### src/rtl/lbd_pkg.sv
package lbd_pkg;
  // Field placement inside the configuration byte, one field per fast mode
  localparam int CFG_W    = 8;
  localparam int M1_LSB   = 0;
  localparam int M1_W     = 2;
  localparam int M2_LSB   = 2;
  localparam int M2_W     = 3;
  localparam int M3_LSB   = 5;
  localparam int M3_W     = 3;
  localparam int MAX_FIELD = (1 << M3_W) - 1;

  typedef enum logic [1:0] {
    MODE_BASE = 2'd0,
    MODE_ONE  = 2'd1,
    MODE_TWO  = 2'd2,
    MODE_TRI  = 2'd3
  } speed_e;

  // Strobes from control to datapath
  typedef struct packed {
    logic regWrite;
    logic loadTimer;
    logic tickTimer;
  } lbd_ctrl_t;
endpackage

### src/rtl/lbd_ctrl.sv
module lbd_ctrl
  import lbd_pkg::*;
(
  input  logic      cfgWrEn,
  input  logic      lcdWrStb,
  input  logic      timerBusy,
  output lbd_ctrl_t ctrl
);
  // A strobe always wins over counting so a retrigger restarts the count
  always_comb begin
    ctrl           = '0;
    ctrl.regWrite  = cfgWrEn;
    ctrl.loadTimer = lcdWrStb;
    ctrl.tickTimer = timerBusy && !lcdWrStb;
  end
endmodule

### src/rtl/lbd_datapath.sv
module lbd_datapath
  import lbd_pkg::*;
#(
  parameter logic [7:0] RESET_VAL  = 8'h4A,
  parameter int         BASE_DELAY = 48,
  parameter int         STEP_DELAY = 64
) (
  input  logic             clk,
  input  logic             rstN,
  input  lbd_ctrl_t        ctrl,
  input  logic [CFG_W-1:0] wrData,
  input  logic [1:0]       speedMode,
  output logic [CFG_W-1:0] cfgReg,
  output logic             timerBusy
);
  localparam int MAX_DELAY = BASE_DELAY + STEP_DELAY * MAX_FIELD;
  localparam int CW        = $clog2(MAX_DELAY + 1);

  logic [CW-1:0] timerCnt;
  logic [CW-1:0] delaySel;
  logic [M1_W-1:0] fieldOne;
  logic [M2_W-1:0] fieldTwo;
  logic [M3_W-1:0] fieldTri;

  assign fieldOne = cfgReg[M1_LSB +: M1_W];
  assign fieldTwo = cfgReg[M2_LSB +: M2_W];
  assign fieldTri = cfgReg[M3_LSB +: M3_W];

  // Pick the interval for the live speed mode
  always_comb begin
    case (speed_e'(speedMode))
      MODE_ONE: delaySel = CW'(BASE_DELAY + STEP_DELAY * int'(fieldOne));
      MODE_TWO: delaySel = CW'(BASE_DELAY + STEP_DELAY * int'(fieldTwo));
      MODE_TRI: delaySel = CW'(BASE_DELAY + STEP_DELAY * int'(fieldTri));
      default:  delaySel = CW'(BASE_DELAY);
    endcase
  end

  always_ff @(posedge clk or negedge rstN) begin
    if (!rstN) begin
      cfgReg <= RESET_VAL;
    end else if (ctrl.regWrite) begin
      cfgReg <= wrData;
    end
  end

  // Down counter: ready is high exactly when it has drained
  always_ff @(posedge clk or negedge rstN) begin
    if (!rstN) begin
      timerCnt <= '0;
    end else if (ctrl.loadTimer) begin
      timerCnt <= delaySel;
    end else if (ctrl.tickTimer) begin
      timerCnt <= timerCnt - CW'(1);
    end
  end

  assign timerBusy = (timerCnt != '0);
endmodule

### src/rtl/lcd_busy_delay.sv
module lcd_busy_delay #(
  parameter logic [7:0] RESET_VAL  = 8'h4A,
  parameter int         BASE_DELAY = 48,
  parameter int         STEP_DELAY = 64
) (
  input  logic       clk,
  input  logic       rstN,
  input  logic       cfgWrEn,
  input  logic [7:0] cfgWrData,
  output logic [7:0] cfgRdData,
  input  logic [1:0] speedMode,
  input  logic       lcdWrStb,
  output logic       lcdReady
);
  import lbd_pkg::*;

  lbd_ctrl_t ctrl;
  logic      timerBusy;

  lbd_ctrl u_ctrl (
    .cfgWrEn   (cfgWrEn),
    .lcdWrStb  (lcdWrStb),
    .timerBusy (timerBusy),
    .ctrl      (ctrl)
  );

  lbd_datapath #(
    .RESET_VAL  (RESET_VAL),
    .BASE_DELAY (BASE_DELAY),
    .STEP_DELAY (STEP_DELAY)
  ) u_dp (
    .clk       (clk),
    .rstN      (rstN),
    .ctrl      (ctrl),
    .wrData    (cfgWrData),
    .speedMode (speedMode),
    .cfgReg    (cfgRdData),
    .timerBusy (timerBusy)
  );

  assign lcdReady = !timerBusy;
endmodule

### config.mk
export PLATFORM = sky130hd
export DESIGN_NAME = lcd_busy_delay
export DESIGN_NICKNAME = d
export VERILOG_FILES = /design/src/rtl/lbd_pkg.sv /design/src/rtl/lbd_ctrl.sv /design/src/rtl/lbd_datapath.sv /design/src/rtl/lcd_busy_delay.sv
export SDC_FILE = /design/constraint.sdc
export NUM_CORES = 1
export LEC_CHECK = 0
export BUFFER_PORTS_ARGS = -buffer_cell sky130_fd_sc_hd__buf_2
export CORE_MARGIN = 1
export CORE_UTILIZATION = 27
export DETAILED_ROUTE_END_ITERATION = 16
export PLACE_DENSITY = 0.58
export SLEW_MARGIN = 0
export SYNTH_ARGS = -nofsm -noshare
export SYNTH_HDL_FRONTEND = slang
export SYNTH_SLANG_ARGS = --single-unit
### constraint.sdc
create_clock -name clk -period 2.3 [get_ports clk]
set_input_delay 0.345 -clock clk [delete_from_list [all_inputs] [get_ports clk]]
set_output_delay 0.345 -clock clk [all_outputs]
set_load 0.01 [all_outputs]
# After elaboration in Yosys (flattened, before gate mapping)
# Cells that the tools add are included.
# word_totals
reg_bits,17
output_inout_bits,9
word_cells,17
# classes
add_sub_neg,4
eq_ne,3
n_mux,3
reduce_logical,5
# op_table
cell,n
9-bit case mux with 3 select lines,1
6-bit by 9-bit adder with 9-bit output (first input constant),2
9-bit two-way mux,2
6-bit by 8-bit adder with 9-bit output (first input constant),1
9-bit nonzero test,1
9-bit by 1-bit subtractor with 9-bit output (second input constant),1
2-bit equality test (second input constant),2
2-bit by 1-bit equality test with 1-bit output (second input constant),1
1-bit logical NOT,2
2-bit nonzero test,1
1-bit logical AND,1

# Depth between registers and ports, before layout
# depth
depth_word,4
depth_mapped,6
mapped_depth_nobuf,6

# Modules after synthesis
# Synthesis repeated with hierarchy kept, for this count alone.
# hier_totals
hier_cells,71
hier_area_um2,842.1
# modules_own_cells
module,n_inst,cells_per_inst,area_each_um2,seq_area_each_um2
lbd_datapath,1,67,809.5,429.2
lbd_ctrl,1,3,28.8,0.0
lcd_busy_delay,1,1,3.8,0.0

# Worst setup path before layout
# No wires, ideal clock.
# synth_path
path_type,register to output
from,reg u_dp.timerCnt[0]
to,out lcdReady
arrival_ps,1153
required_ps,1955
setup_slack_ps,802
stages_incl_launch_ff,6
n_path_buf,0
cell_sequence,dfrtp_1 inv_1 ha_1 nor4b_4 nand2_2 inv_1
# synth_via
elab_chain_len,2
# synth_lines
element,line,source
from (decl),lbd_datapath.sv:19,logic [CW-1:0] timerCnt;
from (signal assigned),lbd_datapath.sv:52,timerCnt <= delaySel;
from (signal assigned),lbd_datapath.sv:54,timerCnt <= timerCnt - CW'(1);
9-bit nonzero test,lbd_datapath.sv:58,assign timerBusy = (timerCnt != '0);
1-bit logical NOT,lcd_busy_delay.sv:41,assign lcdReady = !timerBusy;
to (decl),lcd_busy_delay.sv:13,output logic lcdReady
# Every way passes these cells.

# Worst setup path after layout
# Ends and elaborated chain as after synthesis.

==> impl_metrics.ini <==
[pwr]
static-leakage-power_nw = 0.465
vdd.ir_drop.worst_uv = 301
p_per_cell_area_nw_per_um2 = 650

[worst_setup_path]
setup.reg_to_reg.worst_slack_ns = 0.78
r2r.worst_path.cells = 6
critical_path_sink_type = output port
cp_slowest_stage_delay_ns = 0.42
critical_path.max_fanout = 5
timing.critical_path.slowest_stage_cell = sky130_fd_sc_hd__dfrtp_1
cp_cell_sequence = inv_1, ha_1, nor4b_4, nand2_2, inv_1, buf_2
criticalPathCategory = register to output port
start_kind = register
arrival_ns = 1.70
critical_path_buf_inv_count = 3
worstPathRequired_ns = 1.96
critPathMostFrequentCell = sky130_fd_sc_hd__inv_1
critPathTopFamily = simple AND/OR/NAND/NOR gates
worst_r2r_startpoint = u_dp.timerCnt[0]
crit-reg2reg-capture = u_dp.timerCnt[5]

[clocking]
number_of_gates_resized_after_cts = 0
cts_buffer_depth = 2
cts_made_buffers = 3
clock_insertion_delay_worst_skew_ns = 0.30
clk_root_buffer_cell = sky130_fd_sc_hd__clkbuf_4
cts.htree.levels = 1
reg_clk_slew_reported_paths_ns = 0.11
number_of_sinks_handled_by_clock_tree_synthesis = 17
cts_tree = built

[grt]
grt_overflow_total = 0
first_pass_grt_wire_length_um = 2970
grt_start_max_net_pins = 18
grt_pass1_vias = 650
antenna_violations_before_repair = 0
globalRouteTotalUtil_pct = 11.9

[finish]
layout.cell_area.non_filler_um2 = 1070
num-nets-final = 116
area_delta_synth_final_pct = 22.7
drive_gt1_share_pct = 45.0
filler_cell_count = 321
n_antenna_cell = 0
finish.utilization_pct = 35.0

[hold_path]
hold_start = cfgWrData[1]
hold_end = u_dp.cfgReg[1]
hold-path-cell-count = 2
hold_path.class = input pin to register

[yosys]
cells_after_synthesis = 75
number_of_library_cell_types_mapped_by_synthesis = 30
synthTopCellsByCount = 14 x sky130_fd_sc_hd__dfrtp_1, 8 x sky130_fd_sc_hd__mux2_2, 7 x sky130_fd_sc_hd__nor2_1
post_synth_main_area_contributors = sky130_fd_sc_hd__dfrtp_1 40%, sky130_fd_sc_hd__mux2_2 10%, sky130_fd_sc_hd__dfstp_2 9.0%, sky130_fd_sc_hd__mux2i_1 3.4%, sky130_fd_sc_hd__nor2_1 3.0%
most_repeated_cell_in_the_gate_level_netlist_after_synthesis = sky130_fd_sc_hd__dfrtp_1
synth_top_cell_by_area = sky130_fd_sc_hd__dfrtp_1
async_flop_share_pct = 100
yosys.area.top_type_share_pct = 40.2
post_synth.cell_area_avg_um2 = 11.6
synth_edf_count = 0
synth_seq_cells = 17
ys.flop_type = sky130_fd_sc_hd__dfrtp_1
synth_seq_area_share_pct = 49.2
ys_warn_count = 0
syn_nets = 90
syn_area_um2 = 872

[route]
detail_route.wirelength_um = 1750
antenna_violating_nets_post_route = 0
detailedRoute.firstIterationViolations = 9
detailedRoute.firstPassIterationCount = 4
detailroute.via_count = 647
via_per_instance_ratio = 4.49
route.detailed.wl_per_inst_um = 12.1
drt_drc_violations_left = 0

[timing]
skew_ns = 0.0125
finalHoldViolations = 0
finalSetupViolations = 0
timing.max_slew.rel_slack_pct = 75.0
finalWorstPathRequiredPeriod_ns = 2.04
max_freq_mhz = 490
finalHoldWorstSlack_ns = 0.265
least_margin_pin_slew_ns = 0.375
final_max_slew_viol_count = 0
unrepaired_setup_endpoints_after_global_routing = false
setup_tns_ns = 0
min_period_over_period_pct = 88.7
final.setup.worst_slack_ns = 0.259

[placed_design]
io_buffer_count = 22
hpwlAfterDp_um = 1360
place_area_um2 = 1030
routabilityCongestion = 0.847
pre_cts_ws_ns = 0.569

[floorplanning]
fp.dieH_um = 58.8
die_width_um = 58.8
floorplan.die_area_um2 = 3460
core_region_area_um2 = 3050
row_count = 20
design.portCount = 23
initial_core_util_pct = 28.6

[outcome]
result_of_the_run = completed

[flow_run]
max_cap_viol_count = 0
flip-flops by register name, indices dropped and copies added, names as in the netlist:
signal / flops
u_dp.timerCnt: 9
u_dp.cfgReg: 8
per-layer routing:
metal	global-route usage (%)	wire length, µm	vias up
met5	0	0	-
met4	6.12	38	0
met3	3.96	110	4
met2	18.3	853	18
met1	14.7	746	310
li1	-	-	315
stage by stage:
step	total power, W	cells
final	0.000696	144
after global routing	0.000746	144
after CTS	0.000709	144
after detailed placement	0.000535	139
after global placement	0.000529	139
after floorplan	0.000478	75
worst reg2reg max path, stage by stage, from the launching register on:
cell	delay [ns]
sky130_fd_sc_hd__dfrtp_1	0.42
sky130_fd_sc_hd__inv_1	0.07
sky130_fd_sc_hd__ha_1	0.18
sky130_fd_sc_hd__nor4b_4	0.29
sky130_fd_sc_hd__a21boi_2	0.14
sky130_fd_sc_hd__a211oi_2	0.22
sky130_fd_sc_hd__a31oi_1	0.06
area by class of cell:
type | instances | area, µm² | area share [%]
Clock buffer | 3 | 22.5 | 2.11
Clock inverter | 1 | 7.51 | 0.702
Inverter | 3 | 11.3 | 1.05
Multi-Input combinational cell | 53 | 424 | 39.6
Sequential cell | 17 | 429 | 40.1
Tap cell | 44 | 55.1 | 5.15
Timing Repair Buffer | 23 | 120 | 11.2
cell families (layout without fill, tap and decap cells):
group / Yosys count / in the layout / synth area share, %
DFF: 17 / 17 / 49.2
and+or+nand+nor: 21 / 21 / 16.1
buffers and inverters: 5 / 30 / 2.15
muxes: 11 / 11 / 13.8
AOI/OAI and AO/OA: 17 / 17 / 14.3
adders and majority gates: 1 / 1 / 1.43
xor gates and xnor gates: 3 / 3 / 3.01
worst max path at each step:
stage                     start  endpoint  slack (ns)  cells past startpoint
3_3_place_gp   u_dp.timerCnt[0]  lcdReady        0.66                      6
4_1_cts        u_dp.timerCnt[0]  lcdReady        0.24                      6
3_5_place_dp   u_dp.timerCnt[0]  lcdReady        0.57                      6
5_1_grt        u_dp.timerCnt[0]  lcdReady        0.12                      6
6_report       u_dp.timerCnt[0]  lcdReady        0.26                      6
2_1_floorplan  u_dp.timerCnt[0]  lcdReady        0.80                      5
power breakdown:
group          switching (W)  internal (W)
combinational      0.0000735     0.0000762
sequential         0.0000408      0.000337
clock               0.000101     0.0000664
total               0.000215      0.000480
timing repair:
item,4_1_cts,5_1_grt
hold buffers,1,0
setup buffers,0,0
endpoints found under the hold margin,14,0
cell usage in the layout, fill, tap and decap left out, drive strengths merged, types with 3 or more instances in the layout:
cell     n
nor2     7
buf     22
dfrtp   14
inv      3
nand2    5
nor2b    3
dfstp    3
clkbuf   3
mux2i    3
o21ai    4
mux2     8
a21oi    3
Note: power is estimated with default switching activity, not from simulation.
